--- config.mk ---
export PLATFORM = sky130hd
export DESIGN_NAME = pulse_swallow_divider
export DESIGN_NICKNAME = d
export VERILOG_FILES = /design/src/rtl/swallow_pkg.sv /design/src/rtl/swallow_datapath.sv /design/src/rtl/swallow_ctrl.sv /design/src/rtl/ref_divider.sv /design/src/rtl/pulse_swallow_divider.sv
export SDC_FILE = /design/constraint.sdc
export NUM_CORES = 1
export LEC_CHECK = 0
export CORE_ASPECT_RATIO = 1.1
export CORE_MARGIN = 2
export CORE_UTILIZATION = 35
export CTS_CLUSTER_SIZE = 20
export DETAILED_ROUTE_END_ITERATION = 6
export DONT_BUFFER_PORTS = 1
export PLACE_DENSITY = 0.52
export SKIP_LAST_GASP = 1
export SYNTH_ARGS = -nofsm -noshare
export SYNTH_HDL_FRONTEND = slang
export SYNTH_SLANG_ARGS = --single-unit
--- constraint.sdc ---
create_clock -name clk -period 3.5 [get_ports clk]
set_clock_uncertainty 0.1 [all_clocks]
set_input_delay 0.525 -clock clk [delete_from_list [all_inputs] [get_ports clk]]
set_output_delay 0.525 -clock clk [all_outputs]
set_load 0.01 [all_outputs]
--- src/rtl/swallow_pkg.sv ---
package swallow_pkg;

  // Strobes issued by the control to the counting datapath.
  typedef struct packed {
    logic cycleEnd;  // last input cycle of a full output period
    logic subStep;   // last input cycle of a prescaler sub-cycle
  } ctrlStrobe_t;

  // Terminal flags reported by the datapath.
  typedef struct packed {
    logic preAtLow;     // prescaler at its last count for the low modulus
    logic preAtHigh;    // prescaler at its last count for the high modulus
    logic swallowLive;  // swallow sub-cycles still outstanding
    logic lastSub;      // current sub-cycle is the last of the period
  } dpStatus_t;

  typedef enum logic {
    MOD_LOW  = 1'b0,
    MOD_HIGH = 1'b1
  } modSel_e;

endpackage

--- src/rtl/swallow_datapath.sv ---
module swallow_datapath
  import swallow_pkg::*;
#(
  parameter int A_W     = 3,
  parameter int M_W     = 10,
  parameter int PRE_LOW = 8,
  parameter int M_MIN   = 7,
  parameter int RST_A0  = 1,
  parameter int RST_M0  = 469,
  parameter int RST_A1  = 7,
  parameter int RST_M1  = 461
) (
  input  logic           clk,
  input  logic           rstN,
  input  logic           strapSel,
  input  logic [A_W-1:0] cfgA,
  input  logic [M_W-1:0] cfgM,
  input  ctrlStrobe_t    strobe,
  output dpStatus_t      status
);

  localparam int PRE_W = $clog2(PRE_LOW + 1);
  localparam logic [PRE_W-1:0] PRE_LAST_LOW  = PRE_W'(PRE_LOW - 1);
  localparam logic [PRE_W-1:0] PRE_LAST_HIGH = PRE_W'(PRE_LOW);
  localparam logic [M_W-1:0]   M_FLOOR = M_W'(M_MIN);
  localparam logic [A_W-1:0]   STRAP_A0 = A_W'(RST_A0);
  localparam logic [A_W-1:0]   STRAP_A1 = A_W'(RST_A1);
  localparam logic [M_W-1:0]   STRAP_M0 = M_W'(RST_M0);
  localparam logic [M_W-1:0]   STRAP_M1 = M_W'(RST_M1);

  logic [PRE_W-1:0] preCnt;
  logic [M_W-1:0]   subCnt;
  logic [M_W-1:0]   activeM;
  logic [A_W-1:0]   swLeft;
  logic [M_W-1:0]   mLegal;

  // Program counts below the floor are raised to the floor.
  always_comb begin
    mLegal = (cfgM < M_FLOOR) ? M_FLOOR : cfgM;
  end

  always_ff @(posedge clk) begin
    if (!rstN) begin
      preCnt  <= '0;
      subCnt  <= '0;
      activeM <= strapSel ? STRAP_M1 : STRAP_M0;
      swLeft  <= strapSel ? STRAP_A1 : STRAP_A0;
    end else if (strobe.cycleEnd) begin
      preCnt  <= '0;
      subCnt  <= '0;
      activeM <= mLegal;
      swLeft  <= cfgA;
    end else if (strobe.subStep) begin
      preCnt <= '0;
      subCnt <= subCnt + 1'b1;
      if (swLeft != '0) begin
        swLeft <= swLeft - 1'b1;
      end
    end else begin
      preCnt <= preCnt + 1'b1;
    end
  end

  always_comb begin
    status.preAtLow    = (preCnt == PRE_LAST_LOW);
    status.preAtHigh   = (preCnt == PRE_LAST_HIGH);
    status.swallowLive = (swLeft != '0);
    status.lastSub     = (subCnt == activeM - 1'b1);
  end

endmodule

--- src/rtl/swallow_ctrl.sv ---
module swallow_ctrl
  import swallow_pkg::*;
(
  input  logic        clk,
  input  logic        rstN,
  input  dpStatus_t   status,
  output ctrlStrobe_t strobe,
  output logic        fbPulse
);

  modSel_e modSel;
  logic    preTerm;

  // Swallow sub-cycles use the high modulus; the rest use the low one.
  always_comb begin
    modSel  = status.swallowLive ? MOD_HIGH : MOD_LOW;
    preTerm = (modSel == MOD_HIGH) ? status.preAtHigh : status.preAtLow;
    strobe.cycleEnd = preTerm & status.lastSub;
    strobe.subStep  = preTerm & ~status.lastSub;
  end

  always_ff @(posedge clk) begin
    if (!rstN) begin
      fbPulse <= 1'b0;
    end else begin
      fbPulse <= strobe.cycleEnd;
    end
  end

endmodule

--- src/rtl/ref_divider.sv ---
module ref_divider #(
  parameter int R_W = 10
) (
  input  logic           clk,
  input  logic           rstN,
  input  logic           refTick,
  input  logic [R_W-1:0] cfgR,
  output logic           refPulse
);

  logic [R_W-1:0] activeR;
  logic [R_W-1:0] tickCnt;

  always_ff @(posedge clk) begin
    if (!rstN) begin
      activeR  <= '0;
      tickCnt  <= '0;
      refPulse <= 1'b0;
    end else if (activeR == '0) begin
      // Output gated off; keep picking up the programmed ratio.
      activeR  <= cfgR;
      tickCnt  <= '0;
      refPulse <= 1'b0;
    end else if (refTick) begin
      if (tickCnt == activeR - 1'b1) begin
        tickCnt  <= '0;
        activeR  <= cfgR;
        refPulse <= 1'b1;
      end else begin
        tickCnt  <= tickCnt + 1'b1;
        refPulse <= 1'b0;
      end
    end else begin
      refPulse <= 1'b0;
    end
  end

endmodule

--- src/rtl/pulse_swallow_divider.sv ---
module pulse_swallow_divider
  import swallow_pkg::*;
#(
  parameter int A_W     = 3,
  parameter int M_W     = 10,
  parameter int R_W     = 10,
  parameter int PRE_LOW = 8,
  parameter int M_MIN   = 7,
  parameter int RST_A0  = 1,
  parameter int RST_M0  = 469,
  parameter int RST_A1  = 7,
  parameter int RST_M1  = 461
) (
  input  logic           clk,
  input  logic           rstN,
  input  logic           strapSel,
  input  logic [A_W-1:0] cfgA,
  input  logic [M_W-1:0] cfgM,
  input  logic [R_W-1:0] cfgR,
  input  logic           refTick,
  output logic           fbPulse,
  output logic           refPulse
);

  localparam int A_MAX = (1 << A_W) - 1;
  localparam int M_MAX = (1 << M_W) - 1;
  localparam int N_MIN = PRE_LOW * M_MIN;
  localparam int N_MAX = (PRE_LOW + 1) * A_MAX + PRE_LOW * (M_MAX - A_MAX);

  ctrlStrobe_t strobe;
  dpStatus_t   status;

  swallow_datapath #(
    .A_W(A_W), .M_W(M_W), .PRE_LOW(PRE_LOW), .M_MIN(M_MIN),
    .RST_A0(RST_A0), .RST_M0(RST_M0), .RST_A1(RST_A1), .RST_M1(RST_M1)
  ) u_datapath (
    .clk(clk), .rstN(rstN), .strapSel(strapSel),
    .cfgA(cfgA), .cfgM(cfgM), .strobe(strobe), .status(status)
  );

  swallow_ctrl u_ctrl (
    .clk(clk), .rstN(rstN), .status(status),
    .strobe(strobe), .fbPulse(fbPulse)
  );

  ref_divider #(.R_W(R_W)) u_refdiv (
    .clk(clk), .rstN(rstN), .refTick(refTick),
    .cfgR(cfgR), .refPulse(refPulse)
  );

endmodule

* Word level (Yosys, flattened, before mapping)
Index checks and enable logic that the tools add are counted.
** Storage, ports and cells
- Output and inout bits :: 2
- Flip-flop bits (word level) :: 49
- Input bits :: 27
- Word-level logic and storage cells :: 53
** Cells by class
- Magnitude comparators :: 1
- Bitwise gates (word level) :: 5
- Muxes and demuxes :: 16
- Reduce and logical (&&, ||, !) cells :: 10
- $add $sub $neg :: 6
- Equal/unequal tests :: 7
** Operators with widths (number)
- $mux W10 :: 7
- $add A10 B1 Y10 const B :: 2
- $eq A10 B10 Y1 :: 2
- $sub A10 B1 Y10 const B :: 2
- $mux W3 :: 5
- $logic_not A10 Y1 :: 1
- $lt A10 B3 Y1 const B :: 1
- $ne A3 B1 Y1 const B :: 2
- $reduce_or A3 Y1 :: 2
- $mux W5 :: 1
- $add A4 B1 Y4 const B :: 1
- $eq A4 B3 Y1 const B :: 1
- $eq A4 B4 Y1 const B :: 1
- $reduce_and A2 Y1 :: 2
- $reduce_bool A2 Y1 :: 2
- $reduce_or A2 Y1 :: 2
- $mux W1 :: 3
- $not A1 Y1 :: 3
- $reduce_bool A3 Y1 :: 1
- $sub A3 B1 Y3 const B :: 1
- $and A1 B1 Y1 :: 2
- $ne A2 B1 Y1 const B :: 1

* Logic depth before layout (Yosys ltp)
Gate-level depths: netlist of run 1.
- Word-level depth :: 7
- Mapped depth :: 10
- Mapped depth without buffers :: 9

* Cells and area by module
From an unflattened synthesis of run 1, not the netlist that was laid out.
** Unflattened totals
- Cell total of the unflattened synthesis :: 322
- Area, all modules :: 2840.2 sq um
** Modules (own cells, without submodules)
- swallow_datapath :: seq. area each 670.6 sq um, times used 1, area an instance 1567.8 sq um, cells each 167
- ref_divider :: seq. area each 420.4 sq um, times used 1, area an instance 1224.9 sq um, cells each 149
- swallow_ctrl :: seq. area each 20.0 sq um, times used 1, area an instance 47.5 sq um, cells each 6

* Least setup slack after synthesis of run 1
No wires, ideal clock.
- Path type :: reg-to-reg
- Start point :: register u_datapath.activeM[3]
- End point :: register u_datapath.activeM[0], enable pin
- Required time :: 3.009 ns
- Stages on the path, launching flop included :: 8
- Library setup time :: 0.391 ns
- Path buffers :: 1
- Clock period less this slack :: 2.954 ns
- Setup slack :: 0.546 ns
- Arrival time :: 2.463 ns
- Path through :: edfxtp_1 -> buf_2 -> nor4_1 -> a21boi_0 -> nor3_1 -> o22a_1 -> nand3_1 -> o21ai_0
** Between the ends
- Cells in the longest elaborated chain, start to end :: 4
** RTL lines
- start, declared :: RTL line swallow_datapath.sv:33 : logic [M_W-1:0] activeM;
- start signal, assigned :: RTL line swallow_datapath.sv:46 : activeM <= strapSel ? STRAP_M1 : STRAP_M0;
- start signal, assigned :: RTL line swallow_datapath.sv:51 : activeM <= mLegal;
- $sub A10 B1 Y10 :: RTL line swallow_datapath.sv:68 : status.lastSub = (subCnt == activeM - 1'b1);
- $eq A10 B10 Y1 :: RTL line swallow_datapath.sv:68
- $and A1 B1 Y1 :: RTL line swallow_ctrl.sv:18 : strobe.cycleEnd = preTerm & status.lastSub;
- $ne A2 B1 Y1 (no line)
No other way between the ends.
A chain may end at the register's enable or synchronous reset.

* Worst setup path in the final report of run 1
- Start point :: register u_datapath.activeM[3]
- End point :: register u_datapath.swLeft[1], enable pin
** Between the ends
- Cells in the longest elaborated chain, start to end :: 6
- Elaborated cells on any way between the ends :: 8
- Classes of those cells :: 1 x add/sub; 3 x eq/ne; 3 x bitwise; 1 x reduce/logical
** RTL lines
- $sub A10 B1 Y10 * :: RTL line swallow_datapath.sv:68
- $eq A10 B10 Y1 * :: RTL line swallow_datapath.sv:68
- $not A1 Y1 :: RTL line swallow_ctrl.sv:19 : strobe.subStep = preTerm & ~status.lastSub;
- $and A1 B1 Y1 :: RTL line swallow_ctrl.sv:19
- $ne A3 B1 Y1 (no line)
- $reduce_and A2 Y1 (no line) *
- end signal, assigned :: RTL line swallow_datapath.sv:47 : swLeft <= strapSel ? STRAP_A1 : STRAP_A0;
- end signal, assigned :: RTL line swallow_datapath.sv:52 : swLeft <= cfgA;
- end signal, assigned :: RTL line swallow_datapath.sv:57 : swLeft <= swLeft - 1'b1;
- end, declared :: RTL line swallow_datapath.sv:34 : logic [A_W-1:0] swLeft;
Every way passes the cells marked *; elsewhere a longest branch is shown, timed or not.

==> results of run 1 <==
flip-flops by register name, indices dropped and copies added, names as in the netlist:
register,flops
u_datapath.preCnt,4
u_datapath.subCnt,10
u_ctrl.fbPulse,1
u_datapath.activeM,10
u_refdiv.refPulse,1
u_refdiv.tickCnt,10
u_datapath.swLeft,3
u_refdiv.activeR,10
layer usage:
metal | part of all wire | track usage | routed length (um) | up-vias
met5 | 0 | 0 | 0 | -
met2 | 0.51 | 0.3103 | 4600 | 58
li1 | - | - | - | 1532
met3 | 0.037 | 0.02934 | 335 | 11
met1 | 0.45 | 0.2214 | 4051 | 1463
met4 | 0.012 | 0.05357 | 106 | 0
synthesized netlist by cell type, types with 8 or more instances:
cell type,number
dfxtp_1,36
nor3_1,20
inv_1,15
xor2_1,13
nand3_1,25
o21ai_0,19
and3_1,12
a21oi_1,18
nand2_1,35
nand2b_1,9
xnor2_1,9
nor4_1,12
edfxtp_1,13
clkbuf_1,20
o211ai_1,11
a31oi_1,8
nor2_1,24
cell type report:
type,count,area [um2]
Fill cell,997,5836
Multi-Input combinational cell,321,2068
Tap cell,117,146.4
Sequential cell,49,1111
Clock buffer,7,76.32
Clock inverter,1,5.005
Inverter,15,56.30
Timing Repair Buffer,7,52.55
cells in the final DEF, fill, tap and decap left out, types with 4 or more instances in the layout:
master and instances:
edfxtp_1 13, xnor2_1 9, a22o_1 7, nand2b_1 9
nand2_1 35, nor2_1 24, a221o_1 4, ha_1 7
nor3_1 20, or2_2 5, o21ai_0 19, o211ai_1 11
or3_1 5, nand3_1 25, inv_1 15, xor2_1 13
a21oi_1 18, nor2b_1 5, and2_1 6, o22ai_1 6
a211oi_1 6, clkbuf_8 5, and3_1 12, or4_1 4
dfxtp_1 36, o22a_1 5, a31oi_1 8, nor4_1 12
nand4_1 6, buf_4 7
cell families after synthesis:
family	after synthesis	share of synthesized area
AND/OR/NAND/NOR	174	0.2737
AO/OA/AOI/OAI	116	0.2491
flip-flops	49	0.3311
buffers and inverters	42	0.05257
XOR/XNOR	23	0.06413
adder cells (fa/ha/maj)	7	0.02610
multiplexers	1	0.003355
how the worst min path moves through the flow:
stage / slack (ps) / to / depth (start not counted) / start
6_report: 200 / u_refdiv.tickCnt[5] / 1 / refTick
5_1_grt: 190 / u_refdiv.tickCnt[7] / 1 / refTick
4_1_cts: 190 / u_refdiv.tickCnt[7] / 1 / refTick
3_5_place_dp: 390 / u_datapath.preCnt[0] / 1 / u_datapath.preCnt[0]
3_3_place_gp: 380 / u_datapath.preCnt[0] / 1 / u_datapath.preCnt[0]
2_1_floorplan: 350 / u_datapath.preCnt[0] / 1 / u_datapath.preCnt[0]
per-stage QoR:
| step | total power [uW] | utilization | area, um2 | setup slack (ps) | hold slack [ps] |
|---|---|---|---|---|---|
| floorplan | 1493 | - | 3356 | 545.8 | 348.1 |
| global placement | 1675 | 0.3673 | 3435 | 660.3 | 377.0 |
| detailed placement | 1688 | 0.3673 | 3435 | 588.5 | 385.9 |
| CTS | 2028 | 0.3760 | 3516 | 558.2 | 187.4 |
| global route | 2172 | 0.3760 | 3516 | 249.1 | 191.1 |
| finish | 2023 | 0.3760 | 3516 | 533.1 | 200.9 |
where the power goes:
group          switching [uW]  internal, uW  total (uW)
Clock                     201           141         342
Combinational             544           373         917
Sequential                112           652         764
Total                     857          1170        2020
worst reg2reg max path, stage by stage (launching register included):
cell and delay [ps]:
edfxtp_1 520, nor4_1 570, a21boi_0 170, nor3_1 300, o22ai_1 310, o31a_1 330, o21ai_0 340
==> impl_metrics.yaml, run 1 <==
outcome:
  status: "completed"
route:
  drc: 0
  drtIter0Drc: 126
  firstDrtPassIters: 5
  wl_per_cell_um: 17.59
  routed_wl_um: 9093
  vias: 3064
  ant_nets: 0
  viasPerCell: 5.926
placed_design:
  place_inst: 509
  dp_hpwl_um: 6536
  gp_congestion: 0.8669
  io_buffer_count: 0
setup_path:
  cp-endpoint: "u_datapath.swLeft[1]"
  reg2reg_from: "u_datapath.activeM[3]"
  critical_path_class: "register to register"
  cp_cell_sequence: "nor4_1, a21boi_0, nor3_1, o22ai_1, o31a_1, o21ai_0"
  slowest_stage: "nor4_1"
  worstReg2RegEnd: "u_datapath.swLeft[1]"
  slowest_delay_ps: 570
  worst-path-buf-inv: 0
  reg2regPathDepth: 6
  worstPathRequired_ps: 3370
  crit_path_start_kind: "register"
  endpoint_kind: "register"
  rrSetupSlack_ps: 530
  worstSetupStartpoint: "u_datapath.activeM[3]"
  cp.depth: 6
  arrival_ps: 2840
  crit_fanout: 10
  crit_family: "compound AO/OA/AOI/OAI gates"
timing:
  finalSetupViolations: 0
  finalCriticalPeriod_ps: 2967
  maxSlewViolCount: 0
  maxSlewHeadroom: 0.5116
  finalCritPeriodShare: 0.8477
  fin_setup_tns_ps: 0
  tightest_slew_ps: 732.6
  finalHoldViolations: 0
  timing.fmax_mhz: 337.1
  rsz0062_at_grt: "false"
synthesis:
  synth-edff-count: 13
  synth_flop_cell: "dfxtp_1"
  synthDominantCellAreaShare: 0.2148
  yosysUniqueCellTypes: 57
  yosysSeqAreaShare: 0.3311
  ys_top_cells_by_area: "dfxtp_1, edfxtp_1, nand2_1, nand3_1, xor2_1"
  ys_seq_elements: 49
  syn_avg_cell_area_um2: 8.145
  syn_area_um2: 3356
  synth_warnings: 0
  synth.net_count: 446
  syn-instance-count: 412
  synth_top_cell_by_area: "dfxtp_1"
  async_flop_share: 0
clocking:
  ctsLongestPathBuffers: 2
  cts_root_buf: "clkbuf_8"
  h-tree-depth: 2
  post_cts_buffers: 0
  cts-hold-fix-buffers: 0
  clk_pin_slew_ps: 90
  numCtsBuffers: 5
  cts.sinks: 49
  cts_resized: 0
  clock_latency_ps: 310
  cts_tree: "done"
finish:
  antenna_cells: 0
  final_cells: 517
  drive_gt1_frac: 0.06250
  area_growth_syn_to_layout_pct: 4.773
  nets: 433
global_routing:
  grt_pass1_wl_um: 14920
  grt-ovfl-total: 0
  grt_pass1_vias: 2972
  grt_max_degree: 47
  grt_use_total: 0.1763
  antenna_found_initial: 0
job:
  drv_cap: 0
power:
  ir_drop_mv: 0.4000
  p_leak_uw: 0.001197
  powerDensity_nw_per_um2: 575.3
floorplan:
  die_y_um: 106.7
  io_pins: 29
  coreArea_um2: 9351
  start_util: 0.3588
  dieArea_um2: 10390
  dieWidth_um: 97.36
  rows: 37
hold_path:
  min_path_type: "input pin to register"
Power figures use the tool's default switching activity.
==> run 2, diff against run 1 <==
Settings changed: PLACE_DENSITY 0.52 to 0.54.
Clock period 3.5 ns to 2.6 ns, I/O delays scaled along.
==> impl_metrics.yaml, run 2 (same netlist as run 1, synthesis figures left out) <==
outcome:
  status: "completed"
timing:
  rsz0062_at_grt: "true"
  maxSlewViolCount: 0
  tightest_slew_ps: 599.0
  maxSlewHeadroom: 0.6002
  finalCritPeriodShare: 0.9791
  finalCriticalPeriod_ps: 2546
  finalSetupViolations: 0
  fin_setup_tns_ps: 0
  finalHoldViolations: 0
  timing.fmax_mhz: 392.8
  timing.hold.ws_ps: 66.49
floorplan:
  coreArea_um2: 9351
  start_util: 0.3588
  die_y_um: 106.7
  io_pins: 29
  dieArea_um2: 10390
  dieWidth_um: 97.36
  rows: 37
finish:
  antenna_cells: 0
  final_cell_mix: "buf_4, nand2_1, dfxtp_1"
  drive_gt1_frac: 0.1927
  nets: 469
  area_growth_syn_to_layout_pct: 17.19
  mostFrequentLayoutCell: "buf_4"
setup_path:
  worstPathRequired_ps: 2680
  crit_path_start_kind: "register"
  cpMostUsedCell: "buf_4"
  arrival_ps: 2620
  rrSetupSlack_ps: 50
  slowest_delay_ps: 430
  slowest_stage: "o41ai_1"
  critical_path_class: "register to register"
  crit_fanout: 6
  cp_cell_sequence: "buf_4, or3_4, nor3_1, a31oi_1, o22a_2, buf_4, o41ai_1, o22a_1"
  endpoint_kind: "register"
global_routing:
  grt_pass1_vias: 3055
  grt_pass1_wl_um: 15280
  antenna_found_initial: 0
  grt_use_total: 0.1792
  grt_max_degree: 47
  grt-ovfl-total: 0
clocking:
  clk_pin_slew_ps: 90
  numCtsBuffers: 5
  ctsLongestPathBuffers: 2
  cts.sinks: 49
  cts-hold-fix-buffers: 0
  clock_latency_ps: 300
  cts_root_buf: "clkbuf_8"
  h-tree-depth: 2
  cts_tree: "done"
power:
  ir_drop_mv: 0.3324
  powerDensity_nw_per_um2: 750.2
  p_total_uw: 2950
  p_leak_uw: 0.001410
placed_design:
  io_buffer_count: 0
  gp_congestion: 0.8646
  dp_hpwl_um: 6668
route:
  routed_wl_um: 9216
  drtIter0Drc: 190
  firstDrtPassIters: 4
  wl_per_cell_um: 16.67
  viasPerCell: 5.776
  ant_nets: 0
  drc: 0
  vias: 3194
job:
  drv_cap: 0
hold_path:
  min_path_type: "input pin to register"
run 2: changes by cell type in the layout (fill, tap and decap cells not counted), sizes merged:
cell / change
buf: +35
clkbuf: +1
clkdlybuf4s15: +1
clkinv: -1
run 2: critical path: cells and delay by family, from the launching register on:
kind,cells,cell delay (ps)
compound gates,4,1040
simple gates,2,570
flops,1,390
buf+inv,2,330
run 2: cell type report:
class / count / area [um2]
Fill cell: 949 / 5419
Multi-Input combinational cell: 321 / 2185
Sequential cell: 49 / 1116
Timing Repair Buffer: 43 / 339.1
Tap cell: 117 / 146.4
Clock buffer: 8 / 90.09
Inverter: 15 / 56.30
run 2: path summary, 6_finish.rpt:
check | startpoint | endpoint | cells after the start
setup / recovery | u_datapath.activeM[0] | u_datapath.swLeft[2] | 8
setup reg to reg | u_datapath.activeM[0] | u_datapath.swLeft[2] | 8
hold reg to reg | u_datapath.preCnt[0] | u_datapath.preCnt[0] | 1
hold / removal | refTick | u_refdiv.tickCnt[7] | 1
run 2: through the flow:
| step | utilization | cell area, um2 | std cells | worst slack [ps] |
|---|---|---|---|---|
| after floorplan | - | 3359 | 412 | 15.10 |
| after global routing | 0.4205 | 3933 | 553 | -15.12 |
| after CTS | 0.4006 | 3746 | 543 | 4.830 |
| final | 0.4205 | 3933 | 553 | 54.28 |
| after detailed placement | 0.3899 | 3646 | 535 | -24.67 |
| after global placement | 0.3899 | 3646 | 535 | 49.68 |
run 2: report_power, final:
group          switching [uW]  total [uW]  leakage, uW  internal, uW
clock network             256         474    0.0000455           218
logic                     782        1460     0.000948           677
registers                 133        1020     0.000416           884
total                    1170        2950      0.00141          1780
run 2: timing repair:
action	in CTS	in global routing
setup endpoints to repair	3	44
pin swaps	0	5
cloned	0	1
setup buffers	0	9
gates resized for setup	2	24
run 2: per-layer routing:
metal	wire, um	GRT usage	up-vias
li1	-	-	1603
met3	342	0.03194	7
met5	0	0	-
met1	4260	0.2340	1534
met2	4526	0.3108	50
met4	87	0.03869	0
